**config.mk**
```make
export PLATFORM = sky130hd
export DESIGN_NAME = txd_walker
export DESIGN_NICKNAME = d
export VERILOG_FILES = /design/src/rtl/txd_pkg.sv /design/src/rtl/txd_fetch.sv /design/src/rtl/txd_emit.sv /design/src/rtl/txd_nextaddr.sv /design/src/rtl/txd_walker.sv
export SDC_FILE = /design/constraint.sdc
export NUM_CORES = 1
export LEC_CHECK = 0
export BUFFER_PORTS_ARGS = -buffer_cell sky130_fd_sc_hd__buf_4
export CAP_MARGIN = 20
export CORE_MARGIN = 4
export CORE_UTILIZATION = 45
export DETAILED_ROUTE_END_ITERATION = 7
export PLACE_DENSITY = 0.66
export SYNTH_ARGS = -nofsm -noshare
export SYNTH_HDL_FRONTEND = slang
export SYNTH_SLANG_ARGS = --single-unit
```
**constraint.sdc**
```tcl
create_clock -name clk -period 2.3 [get_ports clk]
set_clock_uncertainty 0.2 [all_clocks]
set_input_delay 0.115 -clock clk [delete_from_list [all_inputs] [get_ports clk]]
set_output_delay 0.115 -clock clk [all_outputs]
set_load 0.02 [all_outputs]
```
**src/rtl/txd_pkg.sv**
```systemverilog
package txd_pkg;

    localparam int ADDR_W     = 32;
    localparam int WORD_W     = 32;
    localparam int LEN_W      = 11;
    localparam int DESC_WORDS = 4;
    localparam int IDX_W      = $clog2(DESC_WORDS);
    localparam int WORD_BYTES = WORD_W / 8;
    localparam int BYTE_SH    = $clog2(WORD_BYTES);
    localparam int DESC_BYTES = DESC_WORDS * WORD_BYTES;
    localparam int ALIGN_W    = $clog2(DESC_BYTES);

    // bit positions decoded from the descriptor words
    localparam int OWN_BIT   = 31;
    localparam int LEN1_LSB  = 0;
    localparam int LEN2_LSB  = 11;
    localparam int CHAIN_BIT = 24;
    localparam int RING_BIT  = 25;

    typedef logic [DESC_WORDS-1:0][WORD_W-1:0] desc_words_t;

    typedef enum logic {
        SEL_BUF1 = 1'b0,
        SEL_BUF2 = 1'b1
    } buf_sel_e;

    typedef struct packed {
        logic              last_in_ring;
        logic              linked;       // chain flag with end-of-ring not set
        logic [LEN_W-1:0]  len1;
        logic [LEN_W-1:0]  len2;
        logic [ADDR_W-1:0] ptr1;
        logic [ADDR_W-1:0] ptr2;
    } desc_info_t;

    typedef struct packed {
        buf_sel_e          sel;
        logic [LEN_W-1:0]  len;
        logic [ADDR_W-1:0] addr;
    } buf_cmd_t;

    function automatic desc_info_t decode_desc(input desc_words_t w);
        desc_info_t d;
        d.last_in_ring = w[1][RING_BIT];
        d.linked       = w[1][CHAIN_BIT] & ~w[1][RING_BIT];
        d.len1         = w[1][LEN1_LSB +: LEN_W];
        d.len2         = w[1][LEN2_LSB +: LEN_W];
        d.ptr1         = w[2];
        d.ptr2         = w[3];
        return d;
    endfunction

    function automatic logic wants_buf2(input desc_info_t d);
        return ~d.linked & (d.len2 != '0);
    endfunction

    function automatic logic [ADDR_W-1:0] desc_align(input logic [ADDR_W-1:0] a);
        return {a[ADDR_W-1:ALIGN_W], {ALIGN_W{1'b0}}};
    endfunction

endpackage

```
**src/rtl/txd_fetch.sv**
```systemverilog
module txd_fetch
    import txd_pkg::*;
(
    input  logic              clk,
    input  logic              rst,
    input  logic              go,
    input  logic [ADDR_W-1:0] desc_addr,
    output logic              mem_req_valid,
    input  logic              mem_req_ready,
    output logic [ADDR_W-1:0] mem_req_addr,
    input  logic              mem_rsp_valid,
    input  logic [WORD_W-1:0] mem_rsp_data,
    output desc_words_t       words,
    output logic              fetch_done,
    output logic              host_owned
);

    typedef enum logic [1:0] {F_IDLE, F_REQ, F_WAIT} fstate_e;

    fstate_e           st;
    logic [IDX_W-1:0]  idx;
    logic [ADDR_W-1:0] base_q;

    assign mem_req_valid = (st == F_REQ);
    assign mem_req_addr  = base_q + ADDR_W'({idx, {BYTE_SH{1'b0}}});

    // one capture register per descriptor word
    for (genvar g = 0; g < DESC_WORDS; g++) begin : g_word
        always_ff @(posedge clk) begin
            if (rst) begin
                words[g] <= '0;
            end else if (st == F_WAIT && mem_rsp_valid && idx == IDX_W'(g)) begin
                words[g] <= mem_rsp_data;
            end
        end
    end

    always_ff @(posedge clk) begin
        if (rst) begin
            st         <= F_IDLE;
            idx        <= '0;
            base_q     <= '0;
            fetch_done <= 1'b0;
            host_owned <= 1'b0;
        end else begin
            fetch_done <= 1'b0;
            host_owned <= 1'b0;
            case (st)
                F_IDLE: begin
                    if (go) begin
                        base_q <= desc_addr;
                        idx    <= '0;
                        st     <= F_REQ;
                    end
                end
                F_REQ: begin
                    if (mem_req_ready) begin
                        st <= F_WAIT;
                    end
                end
                F_WAIT: begin
                    if (mem_rsp_valid) begin
                        if (idx == '0 && !mem_rsp_data[OWN_BIT]) begin
                            host_owned <= 1'b1;
                            st         <= F_IDLE;
                        end else if (idx == IDX_W'(DESC_WORDS - 1)) begin
                            fetch_done <= 1'b1;
                            st         <= F_IDLE;
                        end else begin
                            idx <= idx + 1'b1;
                            st  <= F_REQ;
                        end
                    end
                end
                default: st <= F_IDLE;
            endcase
        end
    end

endmodule

```
**src/rtl/txd_emit.sv**
```systemverilog
module txd_emit
    import txd_pkg::*;
(
    input  logic              clk,
    input  logic              rst,
    input  logic              go,
    input  desc_info_t        desc,
    output logic              cmd_valid,
    input  logic              cmd_ready,
    output buf_cmd_t          cmd,
    output logic              emit_done
);

    typedef enum logic [1:0] {E_IDLE, E_BUF1, E_BUF2} estate_e;

    estate_e    st;
    desc_info_t d_q;

    assign cmd_valid = (st == E_BUF1) || (st == E_BUF2);

    always_comb begin
        if (st == E_BUF2) begin
            cmd.sel  = SEL_BUF2;
            cmd.len  = d_q.len2;
            cmd.addr = d_q.ptr2;
        end else begin
            cmd.sel  = SEL_BUF1;
            cmd.len  = d_q.len1;
            cmd.addr = d_q.ptr1;
        end
    end

    always_ff @(posedge clk) begin
        if (rst) begin
            st        <= E_IDLE;
            d_q       <= '0;
            emit_done <= 1'b0;
        end else begin
            emit_done <= 1'b0;
            case (st)
                E_IDLE: begin
                    if (go) begin
                        d_q <= desc;
                        if (desc.len1 != '0) begin
                            st <= E_BUF1;
                        end else if (wants_buf2(desc)) begin
                            st <= E_BUF2;
                        end else begin
                            emit_done <= 1'b1;
                        end
                    end
                end
                E_BUF1: begin
                    if (cmd_ready) begin
                        if (wants_buf2(d_q)) begin
                            st <= E_BUF2;
                        end else begin
                            emit_done <= 1'b1;
                            st        <= E_IDLE;
                        end
                    end
                end
                E_BUF2: begin
                    if (cmd_ready) begin
                        emit_done <= 1'b1;
                        st        <= E_IDLE;
                    end
                end
                default: st <= E_IDLE;
            endcase
        end
    end

endmodule

```
**src/rtl/txd_nextaddr.sv**
```systemverilog
module txd_nextaddr
    import txd_pkg::*;
(
    input  logic [ADDR_W-1:0] cur_addr,
    input  logic [ADDR_W-1:0] ring_base,
    input  desc_info_t        desc,
    output logic [ADDR_W-1:0] next_addr,
    output logic              link_misaligned
);

    always_comb begin
        if (desc.last_in_ring) begin
            next_addr = ring_base;
        end else if (desc.linked) begin
            next_addr = desc.ptr2;
        end else begin
            next_addr = cur_addr + ADDR_W'(DESC_BYTES);
        end
        link_misaligned = desc.linked && (desc.ptr2[ALIGN_W-1:0] != '0);
    end

endmodule

```
**src/rtl/txd_walker.sv**
```systemverilog
module txd_walker
    import txd_pkg::*;
(
    input  logic              clk,
    input  logic              rst,
    input  logic [ADDR_W-1:0] cfg_base,
    input  logic              cfg_start,
    output logic              walk_busy,
    output logic              walk_done,
    output logic              walk_err,
    output logic              mem_req_valid,
    input  logic              mem_req_ready,
    output logic [ADDR_W-1:0] mem_req_addr,
    input  logic              mem_rsp_valid,
    input  logic [WORD_W-1:0] mem_rsp_data,
    output logic              cmd_valid,
    input  logic              cmd_ready,
    output logic [ADDR_W-1:0] cmd_addr,
    output logic [LEN_W-1:0]  cmd_len,
    output logic              cmd_sel
);

    typedef enum logic [1:0] {T_IDLE, T_FETCH, T_EMIT, T_ADV} tstate_e;

    tstate_e           st;
    logic [ADDR_W-1:0] base_q;
    logic [ADDR_W-1:0] cur_q;
    desc_info_t        desc_q;
    desc_info_t        desc_new;
    desc_words_t       words;
    buf_cmd_t          cmd;
    logic              fetch_go;
    logic [ADDR_W-1:0] fetch_addr;
    logic              fetch_done;
    logic              host_owned;
    logic              emit_go;
    logic              emit_done;
    logic [ADDR_W-1:0] next_addr;
    logic              misaligned;

    assign desc_new  = decode_desc(words);
    assign walk_busy = (st != T_IDLE);
    assign emit_go   = (st == T_FETCH) && fetch_done;

    always_comb begin
        fetch_go   = 1'b0;
        fetch_addr = next_addr;
        if (st == T_IDLE && cfg_start) begin
            fetch_go   = 1'b1;
            fetch_addr = desc_align(cfg_base);
        end else if (st == T_ADV && !misaligned) begin
            fetch_go = 1'b1;
        end
    end

    txd_fetch u_fetch (
        .clk           (clk),
        .rst           (rst),
        .go            (fetch_go),
        .desc_addr     (fetch_addr),
        .mem_req_valid (mem_req_valid),
        .mem_req_ready (mem_req_ready),
        .mem_req_addr  (mem_req_addr),
        .mem_rsp_valid (mem_rsp_valid),
        .mem_rsp_data  (mem_rsp_data),
        .words         (words),
        .fetch_done    (fetch_done),
        .host_owned    (host_owned)
    );

    txd_emit u_emit (
        .clk       (clk),
        .rst       (rst),
        .go        (emit_go),
        .desc      (desc_new),
        .cmd_valid (cmd_valid),
        .cmd_ready (cmd_ready),
        .cmd       (cmd),
        .emit_done (emit_done)
    );

    txd_nextaddr u_next (
        .cur_addr        (cur_q),
        .ring_base       (base_q),
        .desc            (desc_q),
        .next_addr       (next_addr),
        .link_misaligned (misaligned)
    );

    assign cmd_addr = cmd.addr;
    assign cmd_len  = cmd.len;
    assign cmd_sel  = cmd.sel;

    always_ff @(posedge clk) begin
        if (rst) begin
            st        <= T_IDLE;
            base_q    <= '0;
            cur_q     <= '0;
            desc_q    <= '0;
            walk_done <= 1'b0;
            walk_err  <= 1'b0;
        end else begin
            walk_done <= 1'b0;
            walk_err  <= 1'b0;
            case (st)
                T_IDLE: begin
                    if (cfg_start) begin
                        base_q <= desc_align(cfg_base);
                        cur_q  <= desc_align(cfg_base);
                        st     <= T_FETCH;
                    end
                end
                T_FETCH: begin
                    if (host_owned) begin
                        walk_done <= 1'b1;
                        st        <= T_IDLE;
                    end else if (fetch_done) begin
                        desc_q <= desc_new;
                        st     <= T_EMIT;
                    end
                end
                T_EMIT: begin
                    if (emit_done) begin
                        st <= T_ADV;
                    end
                end
                T_ADV: begin
                    if (misaligned) begin
                        walk_done <= 1'b1;
                        walk_err  <= 1'b1;
                        st        <= T_IDLE;
                    end else begin
                        cur_q <= next_addr;
                        st    <= T_FETCH;
                    end
                end
                default: st <= T_IDLE;
            endcase
        end
    end

endmodule

```
Yosys cells after proc, flatten, opt, wreduce, memory -nomap -nowiden
Cells that the tools add are included.
Widths: inputs -> output; s select.
{"block": "word_totals", "reg_bits": 316, "latch_bits": 0, "ram_bits": 0, "rom_bits": 0, "out_inout_bits": 81, "memories": 0}
{"block": "classes", "n_addsub": 3, "n_mul": 0, "div": 0, "magnitude_cmp": 0, "n_eq_ne": 23, "shifts": 0, "mux": 45, "bitwise_logic": 10, "reduce_logical": 35}
{"operator": "$mux 32", "count": 5}
{"operator": "$pmux 32 s2", "count": 1}
{"operator": "$mux 44", "count": 1}
{"operator": "$mux 2", "count": 18}
{"operator": "$reduce_bool 11->1", "count": 3}
{"operator": "$add 32x4->32", "count": 1}
{"operator": "$add 32x5->32 const B", "count": 1}
{"operator": "$ne 2x2->1 const B", "count": 9}
{"operator": "$mux 1", "count": 14}
{"operator": "$eq 2x2->1 const B", "count": 6}
{"operator": "$pmux 2 s3", "count": 2}
{"operator": "$reduce_and 3->1", "count": 4}
{"operator": "$logic_and 1x1->1", "count": 9}
{"operator": "$eq 2x1->1 const B", "count": 4}
{"operator": "$logic_not 2->1", "count": 4}
{"operator": "$pmux 2 s4", "count": 1}
{"operator": "$not 1->1", "count": 7}
{"operator": "$ne 3x1->1 const B", "count": 2}
{"operator": "$reduce_and 2->1", "count": 3}
{"operator": "$reduce_bool 2->1", "count": 3}
{"operator": "$reduce_and 5->1", "count": 1}
{"operator": "$ne 2x1->1 const B", "count": 2}
{"operator": "$pmux 2 s2", "count": 1}
{"operator": "$reduce_and 4->1", "count": 1}
{"operator": "10 further kinds", "count": 13}

Logic depth before layout (Yosys ltp)
Gate-level depths: netlist of run 1.
{"block": "depth", "word_depth": 8, "depth_mapped": 9, "mapped_depth_nobuf": 7}

By module
From an unflattened synthesis of run 1, not the netlist that was laid out.
{"block": "unflattened", "hier_cells": 2246, "hier_area_um2": 17416.7}
{"mod": "txd_fetch", "instances": 1, "cells_per_inst": 824, "area_each_um2": 6481.2, "seq_area_each_um2": 3323.2}
{"mod": "txd_walker", "instances": 1, "cells_per_inst": 771, "area_each_um2": 5903.2, "seq_area_each_um2": 3042.9}
{"mod": "txd_emit", "instances": 1, "cells_per_inst": 465, "area_each_um2": 3793.6, "seq_area_each_um2": 1801.7}
{"mod": "txd_nextaddr", "instances": 1, "cells_per_inst": 186, "area_each_um2": 1238.7, "seq_area_each_um2": 0.0}

Worst setup path after synthesis of run 1
No wires, ideal clock.
{"block": "synth_timing", "kind": "reg-to-output", "start": "register u_fetch.idx[1]", "end": "output mem_req_addr[31]", "t_arrival_ps": 2332, "path_slack_ps": -347, "stages_incl_launch_ff": 9, "path_buffers": 1, "path_cell_list": "dfxtp_1 -> ha_1 -> a21o_1 -> nor3b_1 -> and3_1 -> buf_2 -> nand4_1 -> nor3_1 -> xor2_1"}
{"block": "synth_between", "elab_chain_len": 1}
{"item": "from (decl)", "line_no": "txd_fetch.sv:21", "rtl": "logic [IDX_W-1:0] idx;"}
{"item": "from (signal assigned)", "line_no": "txd_fetch.sv:70", "rtl": "idx <= idx + 1'b1;"}
{"item": "$add 32x4->32", "line_no": "txd_fetch.sv:25", "rtl": "assign mem_req_addr = base_q + ADDR_W'({idx, {BYTE_SH{1'b0}}});"}
{"item": "to (decl)", "line_no": "txd_walker.sv:13", "rtl": "output logic [ADDR_W-1:0] mem_req_addr,"}
Every way passes these cells.

Worst setup path after layout of run 1
Ends and elaborated chain as after synthesis.

==> flow_summary.toml, run 1 <==
[logic_synthesis]
yosys_register_bits = 314
synth-seq-area-share_pct = 45.29
synthFlopType = "dfxtp_1"
syn_inst = 1805
synth_area_um2 = 13880
syn_area_per_cell_um2 = 7.690
synth_nets = 1887
synthArstFlopShare_pct = 0
ys.warnings.count = 0
yosys.cell_types.count = 71
synth_edf_count = 0

[global_routing]
grt_pass1_wl_um = 67630
grt_antenna_before_repair = 0
grt.met2_usage_pct = 38.86
gr-usage-met1_pct = 35.60
top_usage_layer = "met2"
grt_use_met3_pct = 3.008
grt-ovfl-total = 0
grt_pass1_vias = 12584
grt_start_max_net_pins = 148
gr-usage-all-layers_pct = 24.54

[placed_design]
routabilityCongestion = 0.9285
dp_cells = 2306
port_buffers = 146
place.detailed.hpwl_um = 28580

[timing]
finalWorstSetupSlack_ns = -0.4696
post-route-period-util_pct = 120.4
fmax_mhz = 361.1
rsz0062_at_grt = "yes"
slew_violations = 0
slew_headroom_pct = 53.16
report.final.setup_viol = 23
period_needed_ns = 2.770
hold_violations = 0
tightest_slew_ns = 0.7026

[pwr]
p_leak_nw = 6.682
combPwrFrac_pct = 9.3
power_density_nw_per_um2 = 686.4
finalPower_mw = 12.26
vdd_drop_max_mv = 0.4359
power.switching_mw = 2.909
netSwitchingFraction_pct = 23.73
intPower_mw = 9.348
power.clock.fraction_pct = 44.7
p_seq_share_pct = 46.1

[final_layout]
final_cells = 2435
drive_above_1_share_pct = 19.19
nNetsFinal = 2099
syn_to_final_growth_pct = 28.66

[cts]
cts_tree = "built"
clock_latency_ns = 0.51
cts_root_buf = "clkbuf_16"
path_clk_slew_ns = 0.06
cts_max_level = 2
cts.sinks = 314
clockBufferDepth = 3
numCtsBuffers = 34

[detailed_routing]
vias = 13406
drc_errors = 0
routed_via_density = 5.506
drt-wirelength-per-cell_um = 17.63
wl_um = 42940
drtAntennaViolNets = 0
drtIter0Drc = 1078
dr.pass1.iters = 5

[die]
design.core.area_um2 = 30510
dieArea_um2 = 33720
row_count = 64
start_util_pct = 45.50
die_width_um = 183.6
die_y_um = 183.6
ios = 151

[run]
max-cap-violations = 0

[setup_path]
crit_buf_inv = 1
crit_path_cell_trace = "ha_4 > a21o_1 > nor3b_4 > and3_4 > nand4_1 > nor3_2 > xor2_2 > buf_6"
cp_top_family = "simple AND/OR/NAND/NOR gates"
cpPeakStageDelay_ns = 0.35
cp_max_fo = 4
cp.required_ns = 1.99
cp-start-kind = "flop"
path_class = "reg2out"
critPathArrivalTime_ns = 2.45
worstSetupEndpointType = "output port"
cp_slowest_cell = "dfxtp_2"

[min_path]
hold_class = "in2reg"

[status]
outcome = "complete, but fails checks"
violations = "negative setup slack"
==> tightest hold or removal path, stage by stage <==
cell	delay [ns]
dlygate4sd3_1	0.53
buf_4	0.10
nand2_1	0.04
a21oi_1	0.10
==> placed cells by master, fill, tap and decap left out, types with 14 or more instances in the layout <==
cell           Yosys  routed
nand2_1          559     558
dfxtp_1          314     305
a21oi_1          286     284
buf_4              4     229
dlygate4sd3_1      0      66
nor2_1            61      60
o21ai_0           45      45
nand3_1           45      44
mux2_2            44      44
clkbuf_16          0      35
xnor2_1           30      30
nor3_1            32      29
and3_1            22      21
buf_12             0      18
nand4_1           15      15
xor2_1            16      14
==> cell usage after synthesis, types with 3 or more instances <==
master	n	share of area (%)
o211a_1	3	0.22
nor2b_1	8	0.36
nor2_1	61	1.6
o22ai_1	9	0.41
dfxtp_1	314	45
or2_2	4	0.18
buf_1	7	0.19
and3_1	22	0.99
and2_1	6	0.27
o41ai_1	4	0.25
a31oi_1	13	0.59
a22oi_1	5	0.27
nand4_1	15	0.68
a221o_1	3	0.22
buf_2	4	0.14
mux2_2	44	3.6
xnor2_1	30	1.9
or3_1	10	0.45
o31ai_1	8	0.43
o21ai_0	45	1.6
nand2_1	559	15
buf_4	4	0.22
a311oi_1	3	0.19
nor3b_1	3	0.16
clkbuf_1	119	3.2
a211oi_1	14	0.76
inv_1	14	0.38
and4_1	5	0.32
a21oi_1	286	10
nand3_1	45	1.6
ha_1	11	0.99
nand2b_1	4	0.18
xor2_1	16	1.0
nor4_1	12	0.54
nor3_1	32	1.2
a22o_1	7	0.44
mux2i_1	10	0.72
o211ai_1	5	0.27
==> final cells by class <==
type,count,area (um2)
multi-input combinational,1337,7121
inverter,14,52.55
timing repair buffer,316,2776
fill,2778,12650
clock inverter,7,88.84
clock buffer,50,1022
sequential,314,6300
antenna,1,2.502
tap,396,495.5
==> final timing paths <==
kind | from | endpoint | slack, ns | cells past startpoint
max | u_fetch.idx[1] | mem_req_addr[31] | -0.47 | 8
min | cfg_base[27] | base_q[27] | 0.22 | 4
max reg2reg | cur_q[9] | u_fetch.base_q[15] | 0.06 | 7
min reg2reg | u_fetch.words[88] | u_emit.d_q[56] | 0.25 | 2
==> per-layer routing <==
| layer | part of all wire (%) | wire (um) |
|---|---|---|
| met3 | 6.7 | 2882 |
| met5 | 0 | 0 |
| met2 | 44 | 19050 |
| met4 | 2.5 | 1063 |
| met1 | 46 | 19940 |
==> power groups by stage <==
| stage | sequential [mW] | combinational, mW | clock (mW) |
|---|---|---|---|
| floorplan | 5.74 | 0.550 | 0 |
| global placement | 5.76 | 1.00 | 0 |
| detailed placement | 5.76 | 1.00 | 0 |
| CTS | 5.64 | 1.12 | 5.54 |
| global route | 5.66 | 1.21 | 5.79 |
| finish | 5.65 | 1.13 | 5.48 |
==> state kept, by name (all words and copies together) (netlist names), named ones only <==
register            flops
u_emit.emit_done        1
walk_err                1
desc_q                 34
u_fetch.host_owned      1
u_emit.st               2
u_fetch.st              2
u_fetch.idx             2
u_fetch.fetch_done      1
u_fetch.words          88
u_fetch.base_q         32
u_emit.d_q             87
cur_q                  32
base_q                 28
walk_done               1
st                      1
==> per-stage QoR <==
| step | area, um2 | hold slack (ns) | worst slack (ns) | utilization [%] | setup TNS [ns] |
|---|---|---|---|---|---|
| 6_report | 17860 | 0.2210 | -0.4696 | 58.53 | -6.427 |
| 5_1_grt | 17860 | 0.2320 | -0.5962 | 58.53 | -8.937 |
| 4_1_cts | 17820 | 0.2085 | -0.4888 | 58.39 | -6.608 |
| 3_5_place_dp | 15920 | 0.1613 | -0.1296 | 52.17 | -0.2463 |
| 3_3_place_gp | 15920 | 0.1511 | -0.07962 | 52.17 | -0.1439 |
| 2_1_floorplan | 13910 | 0.05096 | -0.03497 | - | -0.08680 |
==> what timing repair did <==
item | in CTS | in global routing
setup endpoints to repair | 71 | 75
pin swaps | 7 | 8
hold endpoints to repair | 184 | 0
hold buffers | 67 | 0
gates resized for setup | 14 | 17
buffers inserted | 4 | 1
==> cells by family (layout without fill, tap and decap cells) <==
kind of cell	count (synthesis)	count (layout)	share of synthesized area, %
buffers and inverters	154	387	4.525
AND/OR/NAND/NOR	796	796	24.34
multiplexers	54	54	4.291
AO/OA/AOI/OAI	429	429	17.52
flip-flops	314	314	45.29
XOR/XNOR	46	46	2.902
other	0	1	0
adder cells (fa/ha/maj)	12	12	1.136
Power figures use the tool's default switching activity.
==> run 2, diff against run 1 <==
- PLACE_DENSITY: 0.66 -> 0.65
- SYNTH_HIERARCHICAL: default -> 1
==> flow_summary.toml, run 2 <==
[status]
outcome = "complete, but fails checks"
violations = "negative setup slack"

[timing]
rsz0062_at_grt = "yes"
fin_setup_tns_ns = -4.202
finalWorstSetupSlack_ns = -0.2748
tightest_slew_ns = 0.6460
slew_violations = 0
report.final.setup_viol = 23
hold_violations = 0
slew_headroom_pct = 56.89
fmax_mhz = 388.4
post-route-period-util_pct = 111.9
period_needed_ns = 2.575

[die]
design.core.area_um2 = 30910
die_y_um = 185.9
start_util_pct = 46.07
dieArea_um2 = 34560
ios = 151
row_count = 64
die_width_um = 185.9

[final_layout]
reg.largest.list = "u_fetch/words x88, u_emit/d_q x87, desc_q x34"
drive_above_1_share_pct = 19.92
layout_commonest_cell = "nand2_1"
mostFrequentLayoutCells = "nand2_1, dfxtp_1, a21oi_1, buf_4, nor2_1"
syn_to_final_growth_pct = 27.12
regMostFlops = "u_fetch/words"
nNetsFinal = 2115
fin_area_um2 = 18100
fill_cells = 2842
largest_reg_flops = 88

[global_routing]
grt_pass1_wl_um = 65830
grt_start_max_net_pins = 93
grt_antenna_before_repair = 1
gr-usage-all-layers_pct = 23.40
grt_pass1_vias = 12297
grt-ovfl-total = 0

[setup_path]
path_class = "reg2out"
critPathArrivalTime_ns = 2.26
cp-start-kind = "flop"
cp.required_ns = 1.99
worstSetupEndpointType = "output port"
cp_max_fo = 4

[detailed_routing]
drtAntennaViolNets = 0
dr.pass1.iters = 5
drt-wirelength-per-cell_um = 17.51
drtIter0Drc = 978
routed_via_density = 5.426
vias = 13321
wl_um = 42980
drc_errors = 0

[cts]
path_clk_slew_ns = 0.06
clockBufferDepth = 3
cts_max_level = 2
cts_tree = "built"
cts_root_buf = "clkbuf_16"
cts.sinks = 314
numCtsBuffers = 35
clock_latency_ns = 0.53

[placed_design]
dp_slack_ns = 0.04012
port_buffers = 146
place.detailed.hpwl_um = 27280
place_area_um2 = 15720
routabilityCongestion = 0.8633

[pwr]
p_leak_nw = 6.919
vdd_drop_max_mv = 0.4939
power_density_nw_per_um2 = 665.4

[logic_synthesis]
syn_area_per_cell_um2 = 7.706
syn_inst = 1848
synth_area_um2 = 14240
ys.warnings.count = 6

[min_path]
hold_class = "in2reg"

[run]
max-cap-violations = 0
run 2: final cells by class:
class	count	area [um2]	share of cell area, %
Multi-Input combinational cell	1382	7493	41.39
Sequential cell	314	6310	34.86
Timing Repair Buffer	286	2648	14.63
Clock buffer	54	1007	5.564
Tap cell	396	495.5	2.737
Clock inverter	8	91.34	0.5046
Inverter	14	55.05	0.3041
Antenna cell	1	2.502	0.01382
run 2: stage by stage:
step	hold WS, ns	util (%)	power, mW	instances
after global routing	0.2078	58.57	12.48	2455
final	0.2015	58.57	12.05	2455
after detailed placement	0.1816	50.84	6.680	2303
after global placement	0.1723	50.84	6.666	2303
after floorplan	-0.008995	-	6.301	1851
after CTS	0.1859	57.29	12.10	2440
run 2: worst max-delay path, stage by stage, from the launching register on:
cell and delay [ns]:
dfxtp_2 0.33, ha_4 0.16, fa_2 0.36, and4_4 0.23, buf_4 0.14, nand4_4 0.12
buf_4 0.13, xnor2_1 0.10, buf_4 0.16
run 2: power breakdown:
group	internal (mW)	total (mW)	switching, mW
clock	3.06	5.36	2.30
sequential	5.55	5.66	0.112
combinational	0.449	1.03	0.579
total	9.05	12.0	2.99
run 2: layer usage:
| metal | vias up | GRT usage, % | wire [um] | share of wire, % |
|---|---|---|---|---|
| li1 | 6534 | - | - | - |
| met1 | 6256 | 32.55 | 18760 | 44 |
| met2 | 453 | 38.18 | 20280 | 47 |
| met3 | 78 | 3.205 | 2769 | 6.4 |
| met4 | 0 | 6.704 | 1174 | 2.7 |
| met5 | - | 0 | 0 | 0 |
run 2: worst paths after layout:
path / end / cells after the start / slack [ns] / from
min: u_fetch/words[67] / 4 / 0.20 / mem_rsp_data[3]
max: mem_req_addr[14] / 8 / -0.27 / u_fetch/base_q[2]
min reg2reg: u_emit/d_q[49] / 2 / 0.25 / u_fetch/words[81]
max reg2reg: u_fetch/words[91] / 9 / 0.07 / u_fetch/idx[0]
run 2: timing repair:
action / 4_1_cts / 5_1_grt
hold endpoints to repair: 226 / 0
gates cloned: 2 / 6
hold buffers: 68 / 0
gates resized for setup: 35 / 53
buffers inserted: 5 / 10
endpoints found under the setup margin: 65 / 94
pin swaps: 13 / 16
